**src/rtl/btr_pkg.sv**
```systemverilog
package btr_pkg;

    localparam int CMD_W = 4;

    localparam logic [CMD_W-1:0] CMD_IO_RD  = 4'h2;
    localparam logic [CMD_W-1:0] CMD_IO_WR  = 4'h3;
    localparam logic [CMD_W-1:0] CMD_MEM_RD = 4'h6;
    localparam logic [CMD_W-1:0] CMD_MEM_WR = 4'h7;

    typedef enum logic [2:0] {
        ST_IDLE,
        ST_SNOOP,
        ST_XFER,
        ST_BACKOFF,
        ST_TURN
    } tgt_state_e;

    typedef enum logic [1:0] {
        SPC_NONE,
        SPC_IO,
        SPC_MEM
    } space_e;

    typedef struct packed {
        logic hit;
        logic rd;
    } decode_t;

    function automatic space_e cmd_space(input logic [CMD_W-1:0] c);
        case (c)
            CMD_IO_RD, CMD_IO_WR:   return SPC_IO;
            CMD_MEM_RD, CMD_MEM_WR: return SPC_MEM;
            default:                return SPC_NONE;
        endcase
    endfunction

    function automatic logic cmd_is_read(input logic [CMD_W-1:0] c);
        return !c[0];
    endfunction

endpackage

```
**src/rtl/btr_decode.sv**
```systemverilog
module btr_decode
    import btr_pkg::*;
#(
    parameter int             DW       = 8,
    parameter int             IW       = 3,
    parameter logic [DW-1:0]  MEM_BASE = DW'('h40),
    parameter logic [DW-1:0]  IO_BASE  = DW'('hA0)
) (
    input  logic [DW-1:0]    addr,
    input  logic [CMD_W-1:0] cmd,
    output decode_t          dec
);
    logic mem_match, io_match;

    assign mem_match = (addr[DW-1:IW] == MEM_BASE[DW-1:IW]);
    assign io_match  = (addr[DW-1:IW] == IO_BASE[DW-1:IW]);

    always_comb begin
        dec.rd = cmd_is_read(cmd);
        case (cmd_space(cmd))
            SPC_MEM: dec.hit = mem_match;
            SPC_IO:  dec.hit = io_match;
            default: dec.hit = 1'b0;
        endcase
    end
endmodule

```
**src/rtl/btr_regfile.sv**
```systemverilog
module btr_regfile #(
    parameter int DW    = 8,
    parameter int DEPTH = 8,
    parameter int IW    = 3
) (
    input  logic          clk,
    input  logic          rst,
    input  logic          we,
    input  logic [IW-1:0] idx,
    input  logic [DW-1:0] wdata,
    output logic [DW-1:0] rdata
);
    logic [DW-1:0] word_q [DEPTH];

    for (genvar g = 0; g < DEPTH; g++) begin : g_word
        always_ff @(posedge clk) begin
            if (rst) begin
                word_q[g] <= '0;
            end else if (we && (idx == IW'(g))) begin
                word_q[g] <= wdata;
            end
        end
    end

    assign rdata = word_q[idx];
endmodule

```
**src/rtl/btr_lock.sv**
```systemverilog
module btr_lock (
    input  logic clk,
    input  logic rst,
    input  logic start,
    input  logic lock_n,
    input  logic frame_n,
    output logic locked
);
    always_ff @(posedge clk) begin
        if (rst) begin
            locked <= 1'b0;
        end else if (start) begin
            locked <= !lock_n;
        end else if (lock_n && frame_n) begin
            locked <= 1'b0;
        end
    end
endmodule

```
**src/rtl/bus_target_resp.sv**
```systemverilog
module bus_target_resp
    import btr_pkg::*;
#(
    parameter int            DW       = 8,
    parameter int            DEPTH    = 8,
    parameter logic [DW-1:0] MEM_BASE = DW'('h40),
    parameter logic [DW-1:0] IO_BASE  = DW'('hA0)
) (
    input  logic             clk,
    input  logic             rst,
    input  logic             frame_n_i,
    input  logic             irdy_n_i,
    input  logic             lock_n_i,
    input  logic             busy_i,
    input  logic [DW-1:0]    ad_i,
    input  logic [CMD_W-1:0] cbe_n_i,
    output logic [DW-1:0]    ad_o,
    output logic             ad_oe_o,
    output logic             devsel_n_o,
    output logic             trdy_n_o,
    output logic             stop_n_o,
    output logic             ctl_oe_o,
    output logic             locked_o
);
    localparam int IW = $clog2(DEPTH);
    localparam logic [IW-1:0] LAST_IDX = IW'(DEPTH - 1);

    tgt_state_e       st_q, st_d;
    logic             frame_q;
    logic [DW-1:0]    addr_q;
    logic [CMD_W-1:0] cmd_q;
    logic [IW-1:0]    idx_q;
    decode_t          dec;
    logic             start, beat, we;

    assign start = ((st_q == ST_IDLE) || (st_q == ST_TURN)) && !frame_n_i && frame_q;
    assign beat  = (st_q == ST_XFER) && !irdy_n_i;
    assign we    = beat && !dec.rd && !cbe_n_i[0];

    btr_decode #(.DW(DW), .IW(IW), .MEM_BASE(MEM_BASE), .IO_BASE(IO_BASE)) u_dec (
        .addr (addr_q),
        .cmd  (cmd_q),
        .dec  (dec)
    );

    btr_regfile #(.DW(DW), .DEPTH(DEPTH), .IW(IW)) u_rf (
        .clk   (clk),
        .rst   (rst),
        .we    (we),
        .idx   (idx_q),
        .wdata (ad_i),
        .rdata (ad_o)
    );

    btr_lock u_lock (
        .clk     (clk),
        .rst     (rst),
        .start   (start),
        .lock_n  (lock_n_i),
        .frame_n (frame_n_i),
        .locked  (locked_o)
    );

    always_comb begin
        st_d = st_q;
        unique case (st_q)
            ST_IDLE:    if (start) st_d = ST_SNOOP;
            ST_SNOOP: begin
                if (!dec.hit)    st_d = ST_IDLE;
                else if (busy_i) st_d = ST_BACKOFF;
                else             st_d = ST_XFER;
            end
            ST_XFER: begin
                if (beat) begin
                    if (frame_n_i)             st_d = ST_TURN;
                    else if (idx_q == LAST_IDX) st_d = ST_BACKOFF;
                end
            end
            ST_BACKOFF: if (frame_n_i) st_d = ST_TURN;
            ST_TURN:    st_d = start ? ST_SNOOP : ST_IDLE;
            default:    st_d = ST_IDLE;
        endcase
    end

    always_ff @(posedge clk) begin
        if (rst) begin
            st_q    <= ST_IDLE;
            frame_q <= 1'b1;
            addr_q  <= '0;
            cmd_q   <= '0;
            idx_q   <= '0;
        end else begin
            st_q    <= st_d;
            frame_q <= frame_n_i;
            if (start) begin
                addr_q <= ad_i;
                cmd_q  <= cbe_n_i;
                idx_q  <= ad_i[IW-1:0];
            end else if (beat) begin
                idx_q  <= idx_q + 1'b1;
            end
        end
    end

    assign devsel_n_o = !((st_q == ST_XFER) || (st_q == ST_BACKOFF));
    assign trdy_n_o   = (st_q != ST_XFER);
    assign stop_n_o   = (st_q != ST_BACKOFF);
    assign ctl_oe_o   = (st_q == ST_XFER) || (st_q == ST_BACKOFF) || (st_q == ST_TURN);
    assign ad_oe_o    = (st_q == ST_XFER) && dec.rd;
endmodule

```
**config.mk**
```make
export PLATFORM = sky130hd
export DESIGN_NAME = bus_target_resp
export DESIGN_NICKNAME = d
export VERILOG_FILES = /design/src/rtl/btr_pkg.sv /design/src/rtl/btr_decode.sv /design/src/rtl/btr_regfile.sv /design/src/rtl/btr_lock.sv /design/src/rtl/bus_target_resp.sv
export SDC_FILE = /design/constraint.sdc
export NUM_CORES = 1
export LEC_CHECK = 0
export ABC_AREA = 1
export BUFFER_PORTS_ARGS = -buffer_cell sky130_fd_sc_hd__buf_2
export CORE_MARGIN = 5
export CORE_UTILIZATION = 61
export DETAILED_ROUTE_END_ITERATION = 8
export PLACE_DENSITY = 0.81
export SYNTH_ARGS = -nofsm -noshare
export SYNTH_HDL_FRONTEND = slang
export SYNTH_SLANG_ARGS = --single-unit
export TNS_END_PERCENT = 100
```
**constraint.sdc**
```tcl
create_clock -name clk -period 3 [get_ports clk]
set_input_delay 0 -clock clk [delete_from_list [all_inputs] [get_ports clk]]
set_output_delay 0 -clock clk [all_outputs]
set_load 0.01 [all_outputs]
```
==> run_summary.xml, run 1 <==
<?xml version="1.0" encoding="UTF-8"?>
<metrics>
  <group name="yosys">
    <metric name="netlist_instances" unit="">425</metric>
    <metric name="yosysMostFrequentCell" unit="">sky130_fd_sc_hd__nor2_1</metric>
    <metric name="yosysWarningCount" unit="">0</metric>
    <metric name="synth-main-ff-cell" unit="">sky130_fd_sc_hd__edfxtp_1</metric>
    <metric name="post_synthesis_instance_area" unit="um^2">3950</metric>
    <metric name="synth-async-reset-ratio" unit="%">0</metric>
    <metric name="synth.cells.most_frequent" unit="">sky130_fd_sc_hd__nor2_1 (127), sky130_fd_sc_hd__edfxtp_1 (64), sky130_fd_sc_hd__nand2_1 (61)</metric>
    <metric name="synth.area.top_cells" unit="">sky130_fd_sc_hd__edfxtp_1 (49%), sky130_fd_sc_hd__nor2_1 (12%), sky130_fd_sc_hd__dfxtp_1 (10%), sky130_fd_sc_hd__o21ai_0 (6.6%), sky130_fd_sc_hd__nand2_1 (5.8%)</metric>
    <metric name="yosys.area.top_type_share" unit="%">48.6</metric>
    <metric name="ys_seq_area_share" unit="%">58.8</metric>
    <metric name="syn-num-nets" unit="">450</metric>
    <metric name="synth-seq-cells" unit="">84</metric>
    <metric name="synth_edf_count" unit="">64</metric>
    <metric name="netlist-cell-type-count" unit="">24</metric>
    <metric name="syn_avg_cell_area" unit="um^2">9.30</metric>
    <metric name="post-synth-top-area-cell" unit="">sky130_fd_sc_hd__edfxtp_1</metric>
  </group>
  <group name="clocking">
    <metric name="post-cts-setup-buffers" unit="">0</metric>
    <metric name="numClockSinks" unit="">84</metric>
    <metric name="tritoncts.num_buffers" unit="">9</metric>
    <metric name="cts_tree" unit="">built</metric>
    <metric name="cts.htree.levels" unit="">3</metric>
    <metric name="cts_max_path_bufs" unit="">2</metric>
    <metric name="worstSkewPairLatency" unit="ns">0.36</metric>
    <metric name="clkSlewWorstSetupHoldPaths" unit="ns">0.08</metric>
    <metric name="cts-root-buf" unit="">sky130_fd_sc_hd__clkbuf_8</metric>
    <metric name="cts.repair.resized" unit="">0</metric>
    <metric name="cts-hold-fix-buffers" unit="">10</metric>
  </group>
  <group name="floorplanning">
    <metric name="chipWidth" unit="um">90.5</metric>
    <metric name="floorplan.initialDensity" unit="%">62.6</metric>
    <metric name="fp.dieH" unit="um">90.5</metric>
    <metric name="design.core.area" unit="um^2">6310</metric>
    <metric name="ios" unit="">32</metric>
    <metric name="core.rowCount" unit="">29</metric>
    <metric name="dieArea" unit="um^2">8190</metric>
  </group>
  <group name="setup_path">
    <metric name="critical_path.startpoint_type" unit="">register</metric>
    <metric name="data_required_time_at_the_worst_endpoint" unit="ns">2.99</metric>
    <metric name="worstPathBufferInverterCount" unit="">2</metric>
    <metric name="cpPeakStageDelay" unit="ns">0.61</metric>
    <metric name="nature_of_the_critical_path_endpoint" unit="">register</metric>
    <metric name="critPathSlowestCell" unit="">sky130_fd_sc_hd__o21ai_1</metric>
    <metric name="crit_chain" unit="">inv_2, nor2_4, nand2_2, nor2_2, nand2_2, inv_2, nand2_1, o21ai_1</metric>
    <metric name="crit_family" unit="">compound AO/OA/AOI/OAI gates</metric>
    <metric name="worstPathMaxFanout" unit="">11</metric>
    <metric name="worstPathArrival" unit="ns">2.26</metric>
    <metric name="timing.setup.critical_path_class" unit="">reg2reg</metric>
  </group>
  <group name="detailed_routing">
    <metric name="vias_per_cell" unit="">5.68</metric>
    <metric name="detail_route.wl_per_cell" unit="um">16.7</metric>
    <metric name="drt-pass1-iter-count" unit="">6</metric>
    <metric name="wire_length_after_detailed_routing" unit="um">9160</metric>
    <metric name="route.vias.total" unit="">3123</metric>
    <metric name="detail_route.drc_violations" unit="">0</metric>
    <metric name="drt_first_iter_violations" unit="">305</metric>
    <metric name="post_drt_antenna_nets" unit="">0</metric>
  </group>
  <group name="sta">
    <metric name="fmaxAchievable" unit="GHz">0.442</metric>
    <metric name="timing_hold_violations_final" unit="">0</metric>
    <metric name="layout_worst_path_cycle_share" unit="%">75.4</metric>
    <metric name="slew_headroom" unit="%">40.7</metric>
    <metric name="finalHoldWorstSlack" unit="ns">0.0588</metric>
    <metric name="time_the_worst_path_needs_with_i_o_delays_and_setup" unit="ns">2.26</metric>
    <metric name="fin_skew" unit="ns">0.0175</metric>
    <metric name="unrepaired_setup_endpoints_after_global_routing" unit="">false</metric>
    <metric name="fin_tns_setup" unit="ns">0</metric>
    <metric name="worst-slew-pin-transition" unit="ns">0.889</metric>
    <metric name="max_slew_violations" unit="">0</metric>
    <metric name="setup_violations" unit="">0</metric>
  </group>
  <group name="placement">
    <metric name="final_replace_weighted_congestion" unit="">0.936</metric>
    <metric name="dp_hpwl" unit="um">6160</metric>
    <metric name="numPortBuffers" unit="">31</metric>
    <metric name="placed_cells" unit="">524</metric>
  </group>
  <group name="power_and_ir_drop">
    <metric name="pwr-share-seq" unit="%">48.8</metric>
    <metric name="share_clk_of_total_power" unit="%">39.4</metric>
    <metric name="switching_share" unit="%">25.0</metric>
    <metric name="power_density" unit="nW/um^2">601</metric>
    <metric name="post-layout-total-power" unit="mW">2.73</metric>
    <metric name="comb_power_share" unit="%">11.8</metric>
    <metric name="p_switching" unit="mW">0.682</metric>
    <metric name="max-vdd-ir-drop" unit="mV">0.474</metric>
    <metric name="p_int" unit="mW">2.04</metric>
    <metric name="leakagePower" unit="nW">1.86</metric>
  </group>
  <group name="layout">
    <metric name="post_route_cells_drive_above_1_share" unit="%">14.4</metric>
    <metric name="finalCoreUtilization" unit="%">71.9</metric>
    <metric name="insertedDiodeCount" unit="">0</metric>
    <metric name="area_delta_synth_final" unit="%">14.9</metric>
    <metric name="regArea" unit="um^2">2320</metric>
    <metric name="final.fill_count" unit="">478</metric>
    <metric name="area_taken_by_multi_input_logic_gates" unit="um^2">1430</metric>
    <metric name="layout.nets" unit="">493</metric>
    <metric name="fin_cells" unit="">550</metric>
  </group>
  <group name="min_path">
    <metric name="worstHoldPathType" unit="">in2reg</metric>
  </group>
  <group name="global_route">
    <metric name="grt_max_degree" unit="">33</metric>
    <metric name="grt_overflow_total" unit="">0</metric>
    <metric name="grt_pass1_wl" unit="um">14900</metric>
    <metric name="antenna_found_initial" unit="">0</metric>
    <metric name="grt_pass1_vias" unit="">2948</metric>
    <metric name="track_usage" unit="%">23.3</metric>
  </group>
  <group name="flow_run">
    <metric name="max_cap_viol_count" unit="">0</metric>
  </group>
  <group name="status">
    <metric name="run_status" unit="">finished, final reports clean</metric>
  </group>
</metrics>
## logic make-up after synthesis
group,count (synthesis),share of synthesized area (%)
buffers and inverters,46,4.94
DFF,84,58.8
and+or+nand+nor,203,22.9
AOI/OAI and AO/OA,85,11.2
adders and majority gates,7,2.22
## per-stage QoR
stage	worst slack (ns)	cell area (um^2)
after global placement	0.887	4170
after detailed placement	0.784	4170
final	0.738	4540
after CTS	0.758	4540
after global routing	0.564	4540
after floorplan	1.13	3950
## final timing paths
path	from	end	slack [ns]	cells past startpoint
worst max-delay path	st_q[1]	u_rf.word_q[5][1]	0.74	8
worst max register to register	st_q[1]	u_rf.word_q[5][1]	0.74	8
worst min register to register	cmd_q[3]	cmd_q[3]	0.49	2
worst min-delay path	irdy_n_i	register	0.06	4
## final cells by class
type                            count  share of cell area [%]
Sequential cell                    84                    51.1
Tap cell                           77                    2.12
Timing Repair Buffer               47                    6.61
Inverter                           31                    2.56
Clock inverter                      7                    3.25
Multi-Input combinational cell    295                    31.6
Clock buffer                        9                    2.73
## layer usage
metal | up-vias | GRT usage, % | routed length (um)
met4 | 0 | 12.5 | 266
li1 | 1511 | - | -
met3 | 23 | 3.17 | 646
met1 | 1443 | 30.9 | 3860
met5 | - | 0 | 0
met2 | 146 | 37.0 | 4390
## cells in the final DEF (no fill, tap or decap)
cell | netlist | final
sky130_fd_sc_hd__clkinv_1 | 6 | 6
sky130_fd_sc_hd__dlygate4sd3_1 | 0 | 10
sky130_fd_sc_hd__dfxtp_1 | 20 | 20
sky130_fd_sc_hd__buf_4 | 1 | 6
sky130_fd_sc_hd__a21oi_1 | 20 | 20
sky130_fd_sc_hd__nand3_1 | 3 | 3
sky130_fd_sc_hd__a31oi_1 | 9 | 9
sky130_fd_sc_hd__nand2_1 | 61 | 61
sky130_fd_sc_hd__inv_1 | 22 | 22
sky130_fd_sc_hd__nor2_2 | 1 | 1
sky130_fd_sc_hd__buf_2 | 2 | 31
sky130_fd_sc_hd__nand4_2 | 1 | 1
sky130_fd_sc_hd__inv_2 | 3 | 3
sky130_fd_sc_hd__edfxtp_1 | 64 | 64
sky130_fd_sc_hd__o21ai_1 | 2 | 2
sky130_fd_sc_hd__clkinvlp_4 | 0 | 1
sky130_fd_sc_hd__o21ai_0 | 52 | 52
sky130_fd_sc_hd__ha_1 | 7 | 7
sky130_fd_sc_hd__clkbuf_8 | 0 | 9
sky130_fd_sc_hd__nor2_1 | 127 | 127
sky130_fd_sc_hd__bufinv_16 | 0 | 4
sky130_fd_sc_hd__o31ai_1 | 2 | 2
sky130_fd_sc_hd__inv_8 | 0 | 1
sky130_fd_sc_hd__nand4_4 | 5 | 5
sky130_fd_sc_hd__clkinv_4 | 0 | 1
sky130_fd_sc_hd__nand2_2 | 2 | 2
sky130_fd_sc_hd__nand3_4 | 2 | 2
sky130_fd_sc_hd__nor2_4 | 1 | 1
## sequential cells by signal, summed over array words and instances (netlist names), named ones only
signal         count
cmd_q              4
frame_q            1
u_rf.word_q       64
st_q               3
idx_q              3
addr_q             5
u_lock.locked      1
## worst reg2reg max path: stages (launching register included)
cell and delay (ns):
sky130_fd_sc_hd__dfxtp_1 0.41, sky130_fd_sc_hd__inv_2 0.08, sky130_fd_sc_hd__nor2_4 0.10, sky130_fd_sc_hd__nand2_2 0.08, sky130_fd_sc_hd__nor2_2 0.11, sky130_fd_sc_hd__nand2_2 0.10, sky130_fd_sc_hd__inv_2 0.30, sky130_fd_sc_hd__nand2_1 0.12
sky130_fd_sc_hd__o21ai_1 0.61
## power by group through the flow
stage	logic [mW]	registers, mW	clock network, mW
after detailed placement	0.309	1.36	0
after floorplan	0.210	1.34	0
after global placement	0.301	1.35	0
after CTS	0.320	1.33	1.08
final	0.322	1.33	1.07
after global routing	0.358	1.34	1.12
Power figures use the tool's default switching activity.
==> inputs of run 2 (changes only) <==
- CORE_UTILIZATION: 61 -> 59
- PLACE_DENSITY: 0.81 -> 0.79
- clock period: 3 -> 2.2 ns (I/O delays scaled with it)
==> run_summary.xml, run 2 (synthesis results as in run 1) <==
<?xml version="1.0" encoding="UTF-8"?>
<metrics>
  <group name="power_and_ir_drop">
    <metric name="max-vdd-ir-drop" unit="mV">0.511</metric>
    <metric name="comb_power_share" unit="%">12.9</metric>
    <metric name="p_switching" unit="mW">0.921</metric>
    <metric name="leakagePower" unit="nW">1.86</metric>
    <metric name="power_density" unit="nW/um^2">774</metric>
    <metric name="pwr-share-seq" unit="%">51.5</metric>
    <metric name="share_clk_of_total_power" unit="%">35.6</metric>
    <metric name="switching_share" unit="%">26.2</metric>
    <metric name="p_int" unit="mW">2.60</metric>
    <metric name="post-layout-total-power" unit="mW">3.52</metric>
  </group>
  <group name="detailed_routing">
    <metric name="route.vias.total" unit="">3135</metric>
    <metric name="post_drt_antenna_nets" unit="">0</metric>
    <metric name="drt-pass1-iter-count" unit="">5</metric>
    <metric name="wire_length_after_detailed_routing" unit="um">9190</metric>
    <metric name="detail_route.wl_per_cell" unit="um">16.5</metric>
    <metric name="vias_per_cell" unit="">5.64</metric>
    <metric name="drt_first_iter_violations" unit="">237</metric>
    <metric name="detail_route.drc_violations" unit="">0</metric>
  </group>
  <group name="setup_path">
    <metric name="critPathSlowestCell" unit="">sky130_fd_sc_hd__clkinvlp_4</metric>
    <metric name="worst_r2r_endpoint" unit="">u_rf.word_q[6][0]</metric>
    <metric name="critical_path.startpoint_type" unit="">register</metric>
    <metric name="nature_of_the_critical_path_endpoint" unit="">output port</metric>
    <metric name="worstPathMaxFanout" unit="">32</metric>
    <metric name="timing.setup.critical_path_class" unit="">reg2out</metric>
    <metric name="r2r_setup_slack" unit="ns">0.40</metric>
    <metric name="data_required_time_at_the_worst_endpoint" unit="ns">2.20</metric>
    <metric name="worstReg2RegStart" unit="">st_q[1]</metric>
    <metric name="reg2reg_depth" unit="">9</metric>
    <metric name="worstPathArrival" unit="ns">2.08</metric>
    <metric name="crit_chain" unit="">clkinvlp_4, o21ai_0, a31oi_1, buf_2</metric>
    <metric name="cp-endpoint" unit="">ad_o[2]</metric>
    <metric name="cpPeakStageDelay" unit="ns">0.49</metric>
  </group>
  <group name="placement">
    <metric name="final_replace_weighted_congestion" unit="">0.882</metric>
    <metric name="dp_hpwl" unit="um">6230</metric>
    <metric name="numPortBuffers" unit="">31</metric>
  </group>
  <group name="sta">
    <metric name="fmaxAchievable" unit="GHz">0.481</metric>
    <metric name="fin_tns_setup" unit="ns">0</metric>
    <metric name="time_the_worst_path_needs_with_i_o_delays_and_setup" unit="ns">2.08</metric>
    <metric name="slew_headroom" unit="%">65.2</metric>
    <metric name="layout_worst_path_cycle_share" unit="%">94.5</metric>
    <metric name="fin_skew" unit="ns">0.00845</metric>
    <metric name="setup_violations" unit="">0</metric>
    <metric name="max_slew_violations" unit="">0</metric>
    <metric name="worst-slew-pin-transition" unit="ns">0.521</metric>
    <metric name="timing_hold_violations_final" unit="">0</metric>
  </group>
  <group name="clocking">
    <metric name="cts.htree.levels" unit="">3</metric>
    <metric name="clkSlewWorstSetupHoldPaths" unit="ns">0.09</metric>
    <metric name="tritoncts.num_buffers" unit="">9</metric>
    <metric name="numClockSinks" unit="">84</metric>
    <metric name="cts-root-buf" unit="">sky130_fd_sc_hd__clkbuf_8</metric>
    <metric name="cts_tree" unit="">built</metric>
    <metric name="worstSkewPairLatency" unit="ns">0.36</metric>
    <metric name="cts_max_path_bufs" unit="">2</metric>
  </group>
  <group name="flow_run">
    <metric name="max_cap_viol_count" unit="">0</metric>
  </group>
  <group name="floorplanning">
    <metric name="ios" unit="">32</metric>
    <metric name="chipWidth" unit="um">91.8</metric>
    <metric name="core.rowCount" unit="">29</metric>
    <metric name="fp.dieH" unit="um">91.8</metric>
    <metric name="design.core.area" unit="um^2">6420</metric>
    <metric name="dieArea" unit="um^2">8430</metric>
    <metric name="floorplan.initialDensity" unit="%">61.5</metric>
  </group>
  <group name="global_route">
    <metric name="antenna_found_initial" unit="">0</metric>
    <metric name="grt_max_degree" unit="">33</metric>
    <metric name="grt_overflow_total" unit="">0</metric>
    <metric name="grt_pass1_wl" unit="um">14800</metric>
    <metric name="track_usage" unit="%">22.7</metric>
    <metric name="grt_pass1_vias" unit="">3051</metric>
  </group>
  <group name="layout">
    <metric name="final.fill_count" unit="">484</metric>
    <metric name="post_route_cells_drive_above_1_share" unit="%">15.7</metric>
    <metric name="layout.nets" unit="">499</metric>
    <metric name="area_delta_synth_final" unit="%">15.1</metric>
    <metric name="layout.cells.most_common" unit="">sky130_fd_sc_hd__nor2_1</metric>
    <metric name="most-common-layout-cells" unit="">sky130_fd_sc_hd__nor2_1 (126), sky130_fd_sc_hd__edfxtp_1 (64), sky130_fd_sc_hd__nand2_1 (61)</metric>
    <metric name="insertedDiodeCount" unit="">0</metric>
    <metric name="reg_top3" unit="">u_rf.word_q: 64 flops, addr_q: 5 flops, cmd_q: 4 flops</metric>
    <metric name="largest_reg_flops" unit="">64</metric>
    <metric name="largest_register" unit="">u_rf.word_q</metric>
  </group>
  <group name="status">
    <metric name="run_status" unit="">finished, final reports clean</metric>
  </group>
  <group name="min_path">
    <metric name="worstHoldPathType" unit="">in2reg</metric>
  </group>
</metrics>
-- run 2: layout make-up --
cell class	instances	area [um^2]	share of cell area, %
repair buffers	53	345	7.59
clock buffers	11	141	3.11
multi-input cells	295	1440	31.6
flip-flops and latches	84	2320	51.1
clock inverters	5	85.1	1.87
inverters	31	120	2.64
well taps	77	96.3	2.12
-- run 2: metrics by stage --
| stage | util [%] | instance area, um^2 | hold WS, ns | cells | worst slack [ns] |
|---|---|---|---|---|---|
| after floorplan | - | 3950 | 0.0691 | 425 | 0.332 |
| after global placement | 65.6 | 4210 | 0.175 | 530 | 0.505 |
| after detailed placement | 65.6 | 4210 | 0.179 | 530 | 0.423 |
| after CTS | 70.7 | 4540 | 0.0453 | 556 | 0.102 |
| after global routing | 70.8 | 4550 | 0.0559 | 556 | -0.0171 |
| final | 70.8 | 4550 | 0.0457 | 556 | 0.121 |
-- run 2: power groups by stage --
| stage | logic [mW] | clock network (mW) | registers, mW |
|---|---|---|---|
| finish | 0.453 | 1.25 | 1.81 |
| global route | 0.505 | 1.32 | 1.82 |
| CTS | 0.450 | 1.25 | 1.81 |
| detailed placement | 0.431 | 0 | 1.85 |
| global placement | 0.419 | 0 | 1.84 |
| floorplan | 0.287 | 0 | 1.83 |
-- run 2: how the worst min path moves through the flow --
| stage | start | to | slack [ns] | cells after the start |
|---|---|---|---|---|
| 3_3_place_gp | lock_n_i | u_lock.locked | 0.17 | 2 |
| 4_1_cts | irdy_n_i | idx_q[0] | 0.05 | 4 |
| 5_1_grt | ad_i[7] | addr_q[7] | 0.06 | 3 |
| 2_1_floorplan | rst | st_q[0] | 0.07 | 1 |
| 3_5_place_dp | lock_n_i | u_lock.locked | 0.18 | 2 |
| 6_report | irdy_n_i | idx_q[0] | 0.05 | 4 |
-- run 2: what timing repair did --
action,CTS,global route
buffers inserted,0,0
hold buffers,10,0
resized for setup,0,2
hold endpoints to repair,11,0
endpoints found under the setup margin,0,5
-- run 2: critical path, delay by kind of cell, from the launching register on --
kind | cells | cell delay, ns
buffers and inverters | 2 | 0.65
AOI/OAI and AO/OA | 2 | 0.61
DFF | 1 | 0.44
-- run 2: metal layers --
metal	wire [um]	part of all wire, %	vias to the layer above	GRT usage, %
met5	0	0	-	0
met4	203	2.2	0	9.03
met3	648	7.1	21	4.75
met2	4680	51	144	38.8
met1	3660	40	1453	28.4
li1	-	-	1517	-
